`src/rtl/tfilt_pkg.sv`:
```
package tfilt_pkg;

   typedef struct packed {
      logic [2:0] div_exp;   // strobe every 2**div_exp clocks
      logic [3:0] run_len;   // consecutive agreeing samples required
   } tf_setting_t;

   function automatic tf_setting_t tf_decode(input logic [3:0] code);
      tf_setting_t s;
      case (code)
         4'd0:    s = '{3'd0, 4'd1};
         4'd1:    s = '{3'd0, 4'd2};
         4'd2:    s = '{3'd0, 4'd4};
         4'd3:    s = '{3'd0, 4'd8};
         4'd4:    s = '{3'd1, 4'd6};
         4'd5:    s = '{3'd1, 4'd8};
         4'd6:    s = '{3'd2, 4'd6};
         4'd7:    s = '{3'd2, 4'd8};
         4'd8:    s = '{3'd3, 4'd6};
         4'd9:    s = '{3'd3, 4'd8};
         4'd10:   s = '{3'd4, 4'd5};
         4'd11:   s = '{3'd4, 4'd6};
         4'd12:   s = '{3'd4, 4'd8};
         4'd13:   s = '{3'd5, 4'd5};
         4'd14:   s = '{3'd5, 4'd6};
         default: s = '{3'd5, 4'd8};
      endcase
      return s;
   endfunction

endpackage

```
`src/rtl/tfilt_sync.sv`:
```
module tfilt_sync #(
   parameter int STAGES = 2
) (
   input  logic clk,
   input  logic rst_n,
   input  logic d_i,
   output logic q_o
);
   generate
      if (STAGES < 2) begin : g_bad
         $error("tfilt_sync: STAGES must be at least 2");
      end
   endgenerate

   logic [STAGES-1:0] chain_q;

   genvar gi;
   generate
      for (gi = 0; gi < STAGES; gi++) begin : g_stage
         if (gi == 0) begin : g_first
            always_ff @(posedge clk or negedge rst_n) begin
               if (!rst_n) chain_q[gi] <= 1'b0;
               else        chain_q[gi] <= d_i;
            end
         end else begin : g_next
            always_ff @(posedge clk or negedge rst_n) begin
               if (!rst_n) chain_q[gi] <= 1'b0;
               else        chain_q[gi] <= chain_q[gi-1];
            end
         end
      end
   endgenerate

   assign q_o = chain_q[STAGES-1];


   sync_delay_chk: assert property (@(posedge clk) disable iff (!rst_n)
      $rose(chain_q[0]) |=> chain_q[1]);
endmodule

```
`src/rtl/tfilt_tick.sv`:
```
module tfilt_tick #(
   parameter int EXP_W = 3,
   parameter int CNT_W = 5
) (
   input  logic             clk,
   input  logic             rst_n,
   input  logic [EXP_W-1:0] exp_i,
   output logic             tick_o
);
   localparam int MAX_EXP = (1 << EXP_W) - 1;

   generate
      if (CNT_W < 1 || CNT_W > MAX_EXP) begin : g_bad
         $error("tfilt_tick: CNT_W must fit the exponent range");
      end
   endgenerate

   logic [CNT_W-1:0] cnt_q;
   logic [CNT_W-1:0] mask;

   always_comb begin
      mask = '0;
      for (int i = 0; i < CNT_W; i++) begin
         if (i < int'(exp_i)) mask[i] = 1'b1;
      end
   end

   always_ff @(posedge clk or negedge rst_n) begin
      if (!rst_n) cnt_q <= '0;
      else        cnt_q <= cnt_q + 1'b1;
   end

   assign tick_o = ((cnt_q & mask) == mask);


   full_rate_tick_chk: assert property (@(posedge clk) disable iff (!rst_n)
      (exp_i == '0) |-> tick_o);

   half_rate_tick_chk: assert property (@(posedge clk) disable iff (!rst_n)
      (exp_i == EXP_W'(1) && $past(exp_i) == EXP_W'(1) && tick_o) |=> !tick_o);
endmodule

```
`src/rtl/tfilt_run.sv`:
```
module tfilt_run #(
   parameter int  RUN_W     = 4,
   parameter logic RST_LEVEL = 1'b0
) (
   input  logic             clk,
   input  logic             rst_n,
   input  logic             tick_i,
   input  logic             smp_i,
   input  logic [RUN_W-1:0] run_len_i,
   output logic             level_o,
   output logic             rise_o,
   output logic             fall_o
);
   generate
      if (RUN_W < 4) begin : g_bad
         $error("tfilt_run: RUN_W must hold a run length of 8");
      end
   endgenerate

   logic [RUN_W-1:0] run_q;
   logic [RUN_W:0]   run_next;
   logic             differ;
   logic             accept;

   assign differ   = (smp_i != level_o);
   assign run_next = {1'b0, run_q} + 1'b1;
   assign accept   = tick_i && differ && (run_next >= {1'b0, run_len_i});

   always_ff @(posedge clk or negedge rst_n) begin
      if (!rst_n) begin
         run_q   <= '0;
         level_o <= RST_LEVEL;
         rise_o  <= 1'b0;
         fall_o  <= 1'b0;
      end else begin
         rise_o <= 1'b0;
         fall_o <= 1'b0;
         if (tick_i) begin
            if (!differ) begin
               run_q <= '0;
            end else if (accept) begin
               run_q   <= '0;
               level_o <= smp_i;
               rise_o  <= smp_i;
               fall_o  <= !smp_i;
            end else begin
               run_q <= run_next[RUN_W-1:0];
            end
         end
      end
   end


   level_on_tick_chk: assert property (@(posedge clk) disable iff (!rst_n)
      (level_o != $past(level_o)) |-> $past(tick_i));

   rise_shape_chk: assert property (@(posedge clk) disable iff (!rst_n)
      rise_o |-> (level_o && !$past(level_o)));

   fall_shape_chk: assert property (@(posedge clk) disable iff (!rst_n)
      fall_o |-> (!level_o && $past(level_o)));

   restart_chk: assert property (@(posedge clk) disable iff (!rst_n)
      (tick_i && !differ) |=> (level_o == $past(level_o)));
endmodule

```
`src/rtl/timer_input_filter.sv`:
```
module timer_input_filter #(
   parameter int   CFG_W       = 4,
   parameter int   SYNC_STAGES = 2,
   parameter int   DIV_CNT_W   = 5,
   parameter int   RUN_W       = 4,
   parameter logic RST_LEVEL   = 1'b0
) (
   input  logic             clk,
   input  logic             rst_n,
   input  logic [CFG_W-1:0] cfg_i,
   input  logic             raw_i,
   output logic             level_o,
   output logic             rise_o,
   output logic             fall_o
);
   import tfilt_pkg::*;

   localparam int EXP_W = 3;

   generate
      if (CFG_W != 4) begin : g_bad_cfg
         $error("timer_input_filter: setting table needs CFG_W of 4");
      end
   endgenerate

   tf_setting_t setting;
   logic        synced;
   logic        tick;

   assign setting = tf_decode(cfg_i);

   tfilt_sync #(.STAGES(SYNC_STAGES)) sync_i (
      .clk   (clk),
      .rst_n (rst_n),
      .d_i   (raw_i),
      .q_o   (synced)
   );

   tfilt_tick #(.EXP_W(EXP_W), .CNT_W(DIV_CNT_W)) tick_i (
      .clk    (clk),
      .rst_n  (rst_n),
      .exp_i  (setting.div_exp),
      .tick_o (tick)
   );

   tfilt_run #(.RUN_W(RUN_W), .RST_LEVEL(RST_LEVEL)) run_i (
      .clk       (clk),
      .rst_n     (rst_n),
      .tick_i    (tick),
      .smp_i     (synced),
      .run_len_i (RUN_W'(setting.run_len)),
      .level_o   (level_o),
      .rise_o    (rise_o),
      .fall_o    (fall_o)
   );


   one_edge_chk: assert property (@(posedge clk) disable iff (!rst_n)
      !(rise_o && fall_o));

   change_flagged_chk: assert property (@(posedge clk) disable iff (!rst_n)
      (level_o != $past(level_o)) |-> (rise_o || fall_o));

   single_pulse_chk: assert property (@(posedge clk) disable iff (!rst_n)
      rise_o |=> !rise_o);
endmodule

```
`config.mk`:
```
export PLATFORM = sky130hd
export DESIGN_NAME = timer_input_filter
export DESIGN_NICKNAME = d
export VERILOG_FILES = /design/src/rtl/tfilt_pkg.sv /design/src/rtl/tfilt_sync.sv /design/src/rtl/tfilt_tick.sv /design/src/rtl/tfilt_run.sv /design/src/rtl/timer_input_filter.sv
export SDC_FILE = /design/constraint.sdc
export NUM_CORES = 1
export LEC_CHECK = 0
export ABC_AREA = 1
export BUFFER_PORTS_ARGS = -buffer_cell sky130_fd_sc_hd__buf_2
export CAP_MARGIN = 0
export CORE_UTILIZATION = 50
export DETAILED_ROUTE_END_ITERATION = 8
export PLACE_DENSITY = 0.7
export SLEW_MARGIN = 20
export SYNTH_ARGS = -nofsm -noshare
export SYNTH_HDL_FRONTEND = slang
export SYNTH_SLANG_ARGS = --single-unit
```
`constraint.sdc`:
```
create_clock -name clk -period 2 [get_ports clk]
set_input_delay 0.4 -clock clk [delete_from_list [all_inputs] [get_ports clk]]
set_output_delay 0.4 -clock clk [all_outputs]
set_load 0.02 [all_outputs]
```
==> results of run 1 <==
-- area by class of cell --
type / instances / area [um2] / area share [%]
repair buffers: 14 / 85.08 / 7.727
well taps: 25 / 31.28 / 2.841
multi-input cells: 78 / 533.0 / 48.41
clock buffers: 4 / 36.28 / 3.295
inverters: 17 / 63.81 / 5.795
flip-flops and latches: 14 / 351.6 / 31.93
-- registers in the layout, summed over array words and instances (netlist names) --
name            flops
run_i.rise_o        1
run_i.run_q         4
sync_i.chain_q      1
run_i.level_o       1
run_i.fall_o        1
sync_i.q_o          1
tick_i.cnt_q        5
-- stage by stage --
stage               area, um2  setup slack, ps  TNS [ps]
floorplan               933.4            60.29         0
global placement         1032           -123.6    -598.1
detailed placement       1032           -204.0     -1017
CTS                      1079            99.70         0
global route             1101           -3.276    -4.359
finish                   1101            107.8         0
-- repair_timing --
item | in CTS | in global routing
setup endpoints to repair | 0 | 5
resized for setup | 0 | 5
hold buffers | 1 | 0
hold endpoints to repair | 6 | 0
-- cell families (layout without fill, tap and decap cells) --
family	after synthesis	count (layout)	share of synthesized area, %
buffers and inverters	18	35	7.641
and+or+nand+nor	48	48	24.93
DFF	14	14	37.53
adders and majority gates	12	12	16.09
xor gates and xnor gates	6	6	5.631
AOI/OAI and AO/OA	12	12	8.178
-- cell usage in the layout (no fill, tap or decap), types with 2 or more instances in the layout --
cell	instances
sky130_fd_sc_hd__clkbuf_4	3
sky130_fd_sc_hd__buf_4	4
sky130_fd_sc_hd__a21oi_1	2
sky130_fd_sc_hd__nor2_1	4
sky130_fd_sc_hd__nor2_4	3
sky130_fd_sc_hd__inv_1	11
sky130_fd_sc_hd__buf_2	9
sky130_fd_sc_hd__xor2_1	3
sky130_fd_sc_hd__o21ai_0	4
sky130_fd_sc_hd__inv_2	6
sky130_fd_sc_hd__xnor2_1	3
sky130_fd_sc_hd__nand3_1	10
sky130_fd_sc_hd__dfrtp_1	13
sky130_fd_sc_hd__o21ai_1	2
sky130_fd_sc_hd__ha_1	11
sky130_fd_sc_hd__nand3_2	2
sky130_fd_sc_hd__nand2_2	2
sky130_fd_sc_hd__nand2_1	25
sky130_fd_sc_hd__nand4_1	2
-- power by group --
part           internal (mW)  switching, mW  total, mW
Sequential             0.317         0.0374      0.354
Clock                  0.111         0.0985      0.209
Combinational          0.126          0.195      0.321
Total                  0.554          0.330      0.884
-- critical path: cells and delay by family, from the launching register on --
family / cells / cell delay (ps)
buf+inv: 1 / 40
flops: 1 / 460
xor+xnor: 1 / 170
fa+ha+maj: 2 / 580
simple gates: 6 / 570
-- per-layer routing --
layer,vias to the layer above,GRT usage (%),wire [um],part of all wire (%)
li1,384,-,-,-
met1,347,21.50,782,45
met2,3,35.07,916,53
met3,2,3.600,21,1.2
met4,0,7.273,13,0.75
met5,-,0,0,0
-- path summary, 6_finish.rpt --
check	from	endpoint	cells after the start
min in group asynchronous	rst_n	run_i.run_q[2]	2
worst max-delay path	run_i.run_q[0]	run_i.run_q[0]	10
worst min-delay path	raw_i	sync_i.chain_q[0]	1
worst max register to register	run_i.run_q[0]	run_i.run_q[0]	10
max in group asynchronous	rst_n	run_i.run_q[0]	2
worst min register to register	sync_i.chain_q[0]	sync_i.q_o	0
==> qor.log, run 1 <==
qor: status.outcome completed
qor: setup_path.worst_ep_required_time 2220 ps
qor: floorplanning.chipHeight 45.21 um
qor: placement.io_buffers 9
qor: floorplanning.chipWidth 45.21 um
qor: timing.period_share 94.61%
qor: timing.post-route-min-period 1892 ps
qor: global_routing.grt_pass1_vias 659
qor: synth.cell_taking_the_most_area_after_synthesis sky130_fd_sc_hd__dfrtp_1
qor: setup_path.slowest_stage sky130_fd_sc_hd__dfrtp_2
qor: route.drt_first_iter_violations 14
qor: timing.final-hold-violation-count 0
qor: route.vias 736
qor: hold_path.worstHoldPathType input pin to register
qor: cells_and_area.num-fill-cells 155
qor: global_routing.grt_pass1_wl 2746 um
qor: timing.timing.final.setup_violations 0
qor: cells_and_area.flow.area_growth_from_synthesis 17.96%
qor: timing.drv_slew 0
qor: setup_path.timing_worst_setup_path_type register to register
qor: synth.ys_dominant_reg_cell sky130_fd_sc_hd__dfrtp_1
qor: synth.synth_most_common_cell sky130_fd_sc_hd__nand2_1
qor: run.max-cap-violations 0
qor: power.total_power 0.8841 mW
qor: synth.synthesis.instances 110
qor: cells_and_area.nets 147
qor: synth.synthesis.area 933.4 um2
qor: global_routing.grt_max_degree 15
qor: floorplanning.core.rowCount 15
qor: synth.ys_top_cells_by_area sky130_fd_sc_hd__dfrtp_1 38%, sky130_fd_sc_hd__ha_1 16%, sky130_fd_sc_hd__nand2_1 10%
qor: setup_path.cp.arrival 2110 ps
qor: power.p_leak 0.6074 nW
qor: global_routing.gr-total-overflow 0
qor: synth.synth.yosys.warnings 0
qor: floorplanning.floorplan.die_area 2043 um2
qor: clock_tree.htree_levels 1
qor: setup_path.critPathMaxStageDelay 460 ps
qor: setup_path.cp_cell_sequence ha_1 -> xor2_1 -> ha_1 -> nand2_1 -> inv_1 -> nand4_1 -> nand3_1 -> nor2_4 -> nand3_1 -> nand2_1
qor: synth.async_reset_ff_share 100.0%
qor: clock_tree.cts.path.max_buffers 2
qor: synth.synth_edf_count 0
qor: synth.syn-num-nets 129
qor: floorplanning.num_io_pins 10
qor: global_routing.grt_usage 19.08%
qor: clock_tree.clock-root-buffer sky130_fd_sc_hd__clkbuf_4
qor: synth.ys_seq_area_share 37.53%
qor: synth.synth_top_cell_area_share 37.53%
qor: timing.fmax 528.5 MHz
qor: route.drt_pre_antenna_iters 4
qor: global_routing.number_of_antenna_violations_at_the_first_check_in_global_routing 0
qor: synth.commonest_cells_post_synth 25 x sky130_fd_sc_hd__nand2_1, 14 x sky130_fd_sc_hd__dfrtp_1, 12 x sky130_fd_sc_hd__ha_1, 12 x sky130_fd_sc_hd__inv_1, 10 x sky130_fd_sc_hd__nand3_1
qor: setup_path.critPathLaunchType register
qor: synth.ys_types 21
qor: route.wl 1734 um
qor: timing.fin_hold_ws 228.1 ps
qor: synth.syn_area_per_cell 8.485 um2
qor: synth.ys_seq_elements 14
qor: timing.timing.slew.headroom 79.11%
qor: floorplanning.initial_core_util 53.48%
qor: placement.global_placement_routability_congestion 0.7934
qor: power.max-vdd-ir-drop 536.2 uV
qor: cells_and_area.final_cells 152
qor: clock_tree.cts_setup_buffers 0
qor: cells_and_area.antenna_cells_inserted 0
qor: timing.worst_clock_skew 13.03 ps
qor: setup_path.worst_setup_path_end_kind register
qor: route.drc_errors_left 0
qor: route.post_drt_wl_per_cell 11.41 um
qor: placement.place.detailed.hpwl 1326 um
qor: setup_path.critPathMaxFanout 5
qor: setup_path.reg2reg_setup_slack 110 ps
qor: clock_tree.cts_inserted_buffers 3
qor: clock_tree.clock-sinks 14
qor: clock_tree.worst_setup_hold_path_clk_slew 80 ps
qor: floorplanning.coreArea 1745 um2
qor: clock_tree.clk-insertion-delay-late 290 ps
qor: route.postRouteAntennaNets 0
qor: cells_and_area.post-route-util 63.08%
qor: route.routed_via_density 4.842
qor: cells_and_area.post_route_cells_drive_above_1_share 26.77%
qor: placement.place_inst 147
qor: timing.worst_pin_slew 311.2 ps
qor: power.power.density_cell_area 803.0 nW/um2
qor: clock_tree.cts_tree yes
Note: power is estimated with default switching activity, not from simulation.
==> run 2, diff against run 1 <==
--- a/config.mk
+++ b/config.mk
@@ -11,6 +11,7 @@
 export CORE_UTILIZATION = 50
 export DETAILED_ROUTE_END_ITERATION = 8
 export PLACE_DENSITY = 0.7
+export REMOVE_ABC_BUFFERS = 1
 export SLEW_MARGIN = 20
 export SYNTH_ARGS = -nofsm -noshare
 export SYNTH_HDL_FRONTEND = slang
==> run 2 against run 1 <==
Effect of this change: global-route usage down 2.5 points; combinational power grew 4%; sequential share of layout area shrank 0.89 points; non-clock buffer count stayed put; critical endpoint is now run_i.level_o; clock power decreased by 7%; clock skew is 6.5 ps lower; via count decreased by 0.54%; largest power group unchanged; count of clock-buffer cells in the layout is the same; register-to-register slack gained 60 ps; die area unchanged.
==> qor.log, run 2 (synthesized netlist as in run 1, its figures left out) <==
qor: placement.placed_cell_area 1032 um2 [unchanged]
qor: setup_path.launch_point_of_the_worst_path cfg_i[0]
qor: setup_path.cpMostUsedCell sky130_fd_sc_hd__nand2_1
qor: timing.final-hold-violation-count 0 [unchanged]
qor: clock_tree.clk-insertion-delay-late 280 ps [about the same]
qor: global_routing.number_of_antenna_violations_at_the_first_check_in_global_routing 0 [unchanged]
qor: cells_and_area.nets 147 [unchanged]
qor: placement.io_buffers 9 [unchanged]
qor: floorplanning.initial_core_util 53.48% [unchanged]
qor: cells_and_area.flow.area_growth_from_synthesis 20.91%
qor: cells_and_area.post-route-util 64.66% [+1.6 points]
qor: setup_path.critPathLaunchType input pin
qor: power.power_switching_share 35.89% [-1.5 points]
qor: clock_tree.cts.path.max_buffers 2 [unchanged]
qor: setup_path.timing_worst_setup_path_type input pin to register
qor: setup_path.worst-path-buf-inv 3 [+2]
qor: floorplanning.floorplan.die_area 2043 um2 [unchanged]
qor: clock_tree.clock-root-buffer sky130_fd_sc_hd__clkbuf_4
qor: power.switchingPower 0.3140 mW [-5.0%]
qor: power.total_power 0.8750 mW [-1.0%]
qor: placement.global_placement_routability_congestion 0.8395 [+5.8%]
qor: route.postRouteAntennaNets 0 [unchanged]
qor: cells_and_area.most_frequent_cells_in_the_layout 25 x sky130_fd_sc_hd__nand2_1, 14 x sky130_fd_sc_hd__dfrtp_1, 10 x sky130_fd_sc_hd__inv_1, 10 x sky130_fd_sc_hd__nand3_1, 9 x sky130_fd_sc_hd__buf_2
qor: timing.worst_clock_skew 6.534 ps [-6.496 ps]
qor: setup_path.reg2reg_setup_slack 170 ps [+60 ps]
qor: floorplanning.chipWidth 45.21 um [unchanged]
qor: timing.post-route-min-period 1880 ps [-12.20 ps]
qor: route.wl 1494 um [-14%]
qor: setup_path.worst_ep_required_time 2160 ps [-60 ps]
qor: setup_path.critPathCapture run_i.level_o
qor: setup_path.slowest_stage sky130_fd_sc_hd__ha_1
qor: route.vias 732 [-0.54%]
qor: power.seqPwrFrac 39.8% [-0.3 points]
qor: timing.totalNegativeSetupSlack 0 ps [unchanged]
qor: global_routing.grt_pass1_vias 584 [-11%]
qor: global_routing.gr-total-overflow 0 [unchanged]
qor: setup_path.worst_setup_path_end_kind register
qor: setup_path.critPathMaxFanout 3 [-2]
qor: timing.worst_pin_slew 304.7 ps [-6.503 ps]
qor: floorplanning.coreArea 1745 um2 [unchanged]
qor: power.p_leak 0.6027 nW [-0.77%]
qor: floorplanning.core.rowCount 15 [unchanged]
qor: setup_path.timing.rr.end run_i.level_o
qor: power.total_internal_power 0.5610 mW [+1.3%]
qor: setup_path.worstSetupPathDepth 15 [+5]
qor: route.drc_errors_left 0 [unchanged]
qor: global_routing.grt_usage 16.58% [-2.5 points]
qor: timing.fmax 531.9 MHz [+0.65%]
qor: cells_and_area.registers.top_by_ff_count tick_i.cnt_q
qor: setup_path.cp_cell_sequence buf_2 -> inv_2 -> ha_4 -> a21oi_2 -> o21ai_2 -> o21ai_1 -> inv_1 -> ha_1 -> nand2_1 -> nor2_1 -> nand2_1 -> nand4_1 -> nand2_1 -> nand2_1 -> nand2_1
qor: timing.timing.slew.headroom 79.69% [+0.58 points]
qor: power.power_frac_comb 38.0% [+1.7 points]
qor: floorplanning.chipHeight 45.21 um [unchanged]
qor: setup_path.cpLargestDelayFamily simple AND/OR/NAND/NOR gates
qor: global_routing.grt_max_degree 15 [unchanged]
qor: power.part_of_the_power_in_the_clock_network 22.2% [-1.5 points]
qor: timing.period_share 94.00% [-0.61 points]
qor: cells_and_area.antenna_cells_inserted 0 [unchanged]
qor: setup_path.worst_case_reg_to_reg_path_depth 10 [unchanged]
qor: timing.drv_slew 0 [unchanged]
qor: global_routing.grt_pass1_wl 2325 um [-15%]
qor: route.drt_pre_antenna_iters 4 [unchanged]
qor: power.max-vdd-ir-drop 521.3 uV [-2.8%]
qor: cells_and_area.largest_registers tick_i.cnt_q (5), run_i.run_q (4)
qor: route.routed_via_density 4.816 [-0.54%]
qor: setup_path.cp.arrival 2040 ps [-70 ps]
qor: clock_tree.cts_tree yes
qor: power.power.density_cell_area 775.3 nW/um2 [-3.4%]
qor: clock_tree.worst_setup_hold_path_clk_slew 70 ps [about the same]
qor: cells_and_area.layout_commonest_cell sky130_fd_sc_hd__nand2_1
qor: hold_path.worstHoldPathType input pin to register
qor: route.post_drt_wl_per_cell 9.829 um [-14%]
qor: cells_and_area.post_route_cells_drive_above_1_share 30.71% [+3.9 points]
qor: route.drt_first_iter_violations 7 [-7]
qor: floorplanning.num_io_pins 10 [unchanged]
qor: status.outcome completed
qor: timing.timing.final.setup_violations 0 [unchanged]
qor: setup_path.critPathMaxStageDelay 310 ps [-150 ps]
qor: clock_tree.clock-sinks 14 [unchanged]
qor: clock_tree.htree_levels 1 [unchanged]
qor: setup_path.r2r_start run_i.run_q[0]
qor: clock_tree.cts_inserted_buffers 3 [unchanged]
qor: cells_and_area.stdcell_area 1129 um2 [+2.5%]
qor: placement.place.detailed.hpwl 1182 um [-11%]
qor: cells_and_area.largest_register_ff_count 5 [unchanged]
qor: run.max-cap-violations 0 [unchanged]
## run 2: cell counts in the layout (fill, tap and decap cells not counted)
No cell type changed its count.
## run 2: worst min path at each step
stage	start	to	slack, ps	cells after the start
2_1_floorplan	rst_n	run_i.fall_o	100	0
3_3_place_gp	rst_n	run_i.run_q[3]	300	1
3_5_place_dp	rst_n	run_i.run_q[2]	310	1
4_1_cts	raw_i	sync_i.chain_q[0]	220	1
5_1_grt	raw_i	sync_i.chain_q[0]	210	1
6_report	raw_i	sync_i.chain_q[0]	230	1
## run 2: layout make-up
type | instances | area [um2]
Tap cell | 25 | 31.28
Inverter | 17 | 63.81
Sequential cell | 14 | 350.3
Timing Repair Buffer | 14 | 85.08
Fill cell | 154 | 616.8
Clock buffer | 4 | 36.28
Multi-Input combinational cell | 78 | 561.8
## run 2: per-stage QoR
stage,instances,hold slack (ps),setup WS (ps)
floorplan,109,104.4,60.31
global placement,147,298.3,-155.4
detailed placement,147,305.6,-200.8
CTS,152,218.1,82.20
global route,152,206.1,-22.76
finish,152,232.1,120.0
## run 2: repair_timing
item                                    in CTS  in global routing
gates resized for setup                      0                 11
endpoints found under the hold margin        6                  0
endpoints found under the setup margin       0                  7
setup buffers                                0                  0
hold buffers                                 1                  0
## run 2: worst reg2reg max path, stage by stage, from the launching register on
cell                      delay [ps]
sky130_fd_sc_hd__dfrtp_1         440
sky130_fd_sc_hd__ha_2            230
sky130_fd_sc_hd__xor2_2          170
sky130_fd_sc_hd__ha_4            290
sky130_fd_sc_hd__nand2_1          50
sky130_fd_sc_hd__nor2_1          110
sky130_fd_sc_hd__nand2_1          90
sky130_fd_sc_hd__nand4_1         130
sky130_fd_sc_hd__nand2_1          80
sky130_fd_sc_hd__nand2_1          70
sky130_fd_sc_hd__nand2_1          50
## run 2: power groups by stage
stage	logic [mW]	registers [mW]	clock network, mW
2_1_floorplan	0.209	0.363	0
3_3_place_gp	0.300	0.350	0
3_5_place_dp	0.303	0.352	0
4_1_cts	0.306	0.346	0.204
5_1_grt	0.387	0.352	0.215
6_report	0.333	0.348	0.194
## run 2: metal layers
metal	routed length, um	vias to the layer above	global-route usage [%]
met4	12	0	7.273
li1	-	385	-
met3	61	2	7.200
met2	739	10	26.09
met1	681	335	19.59
met5	0	-	0
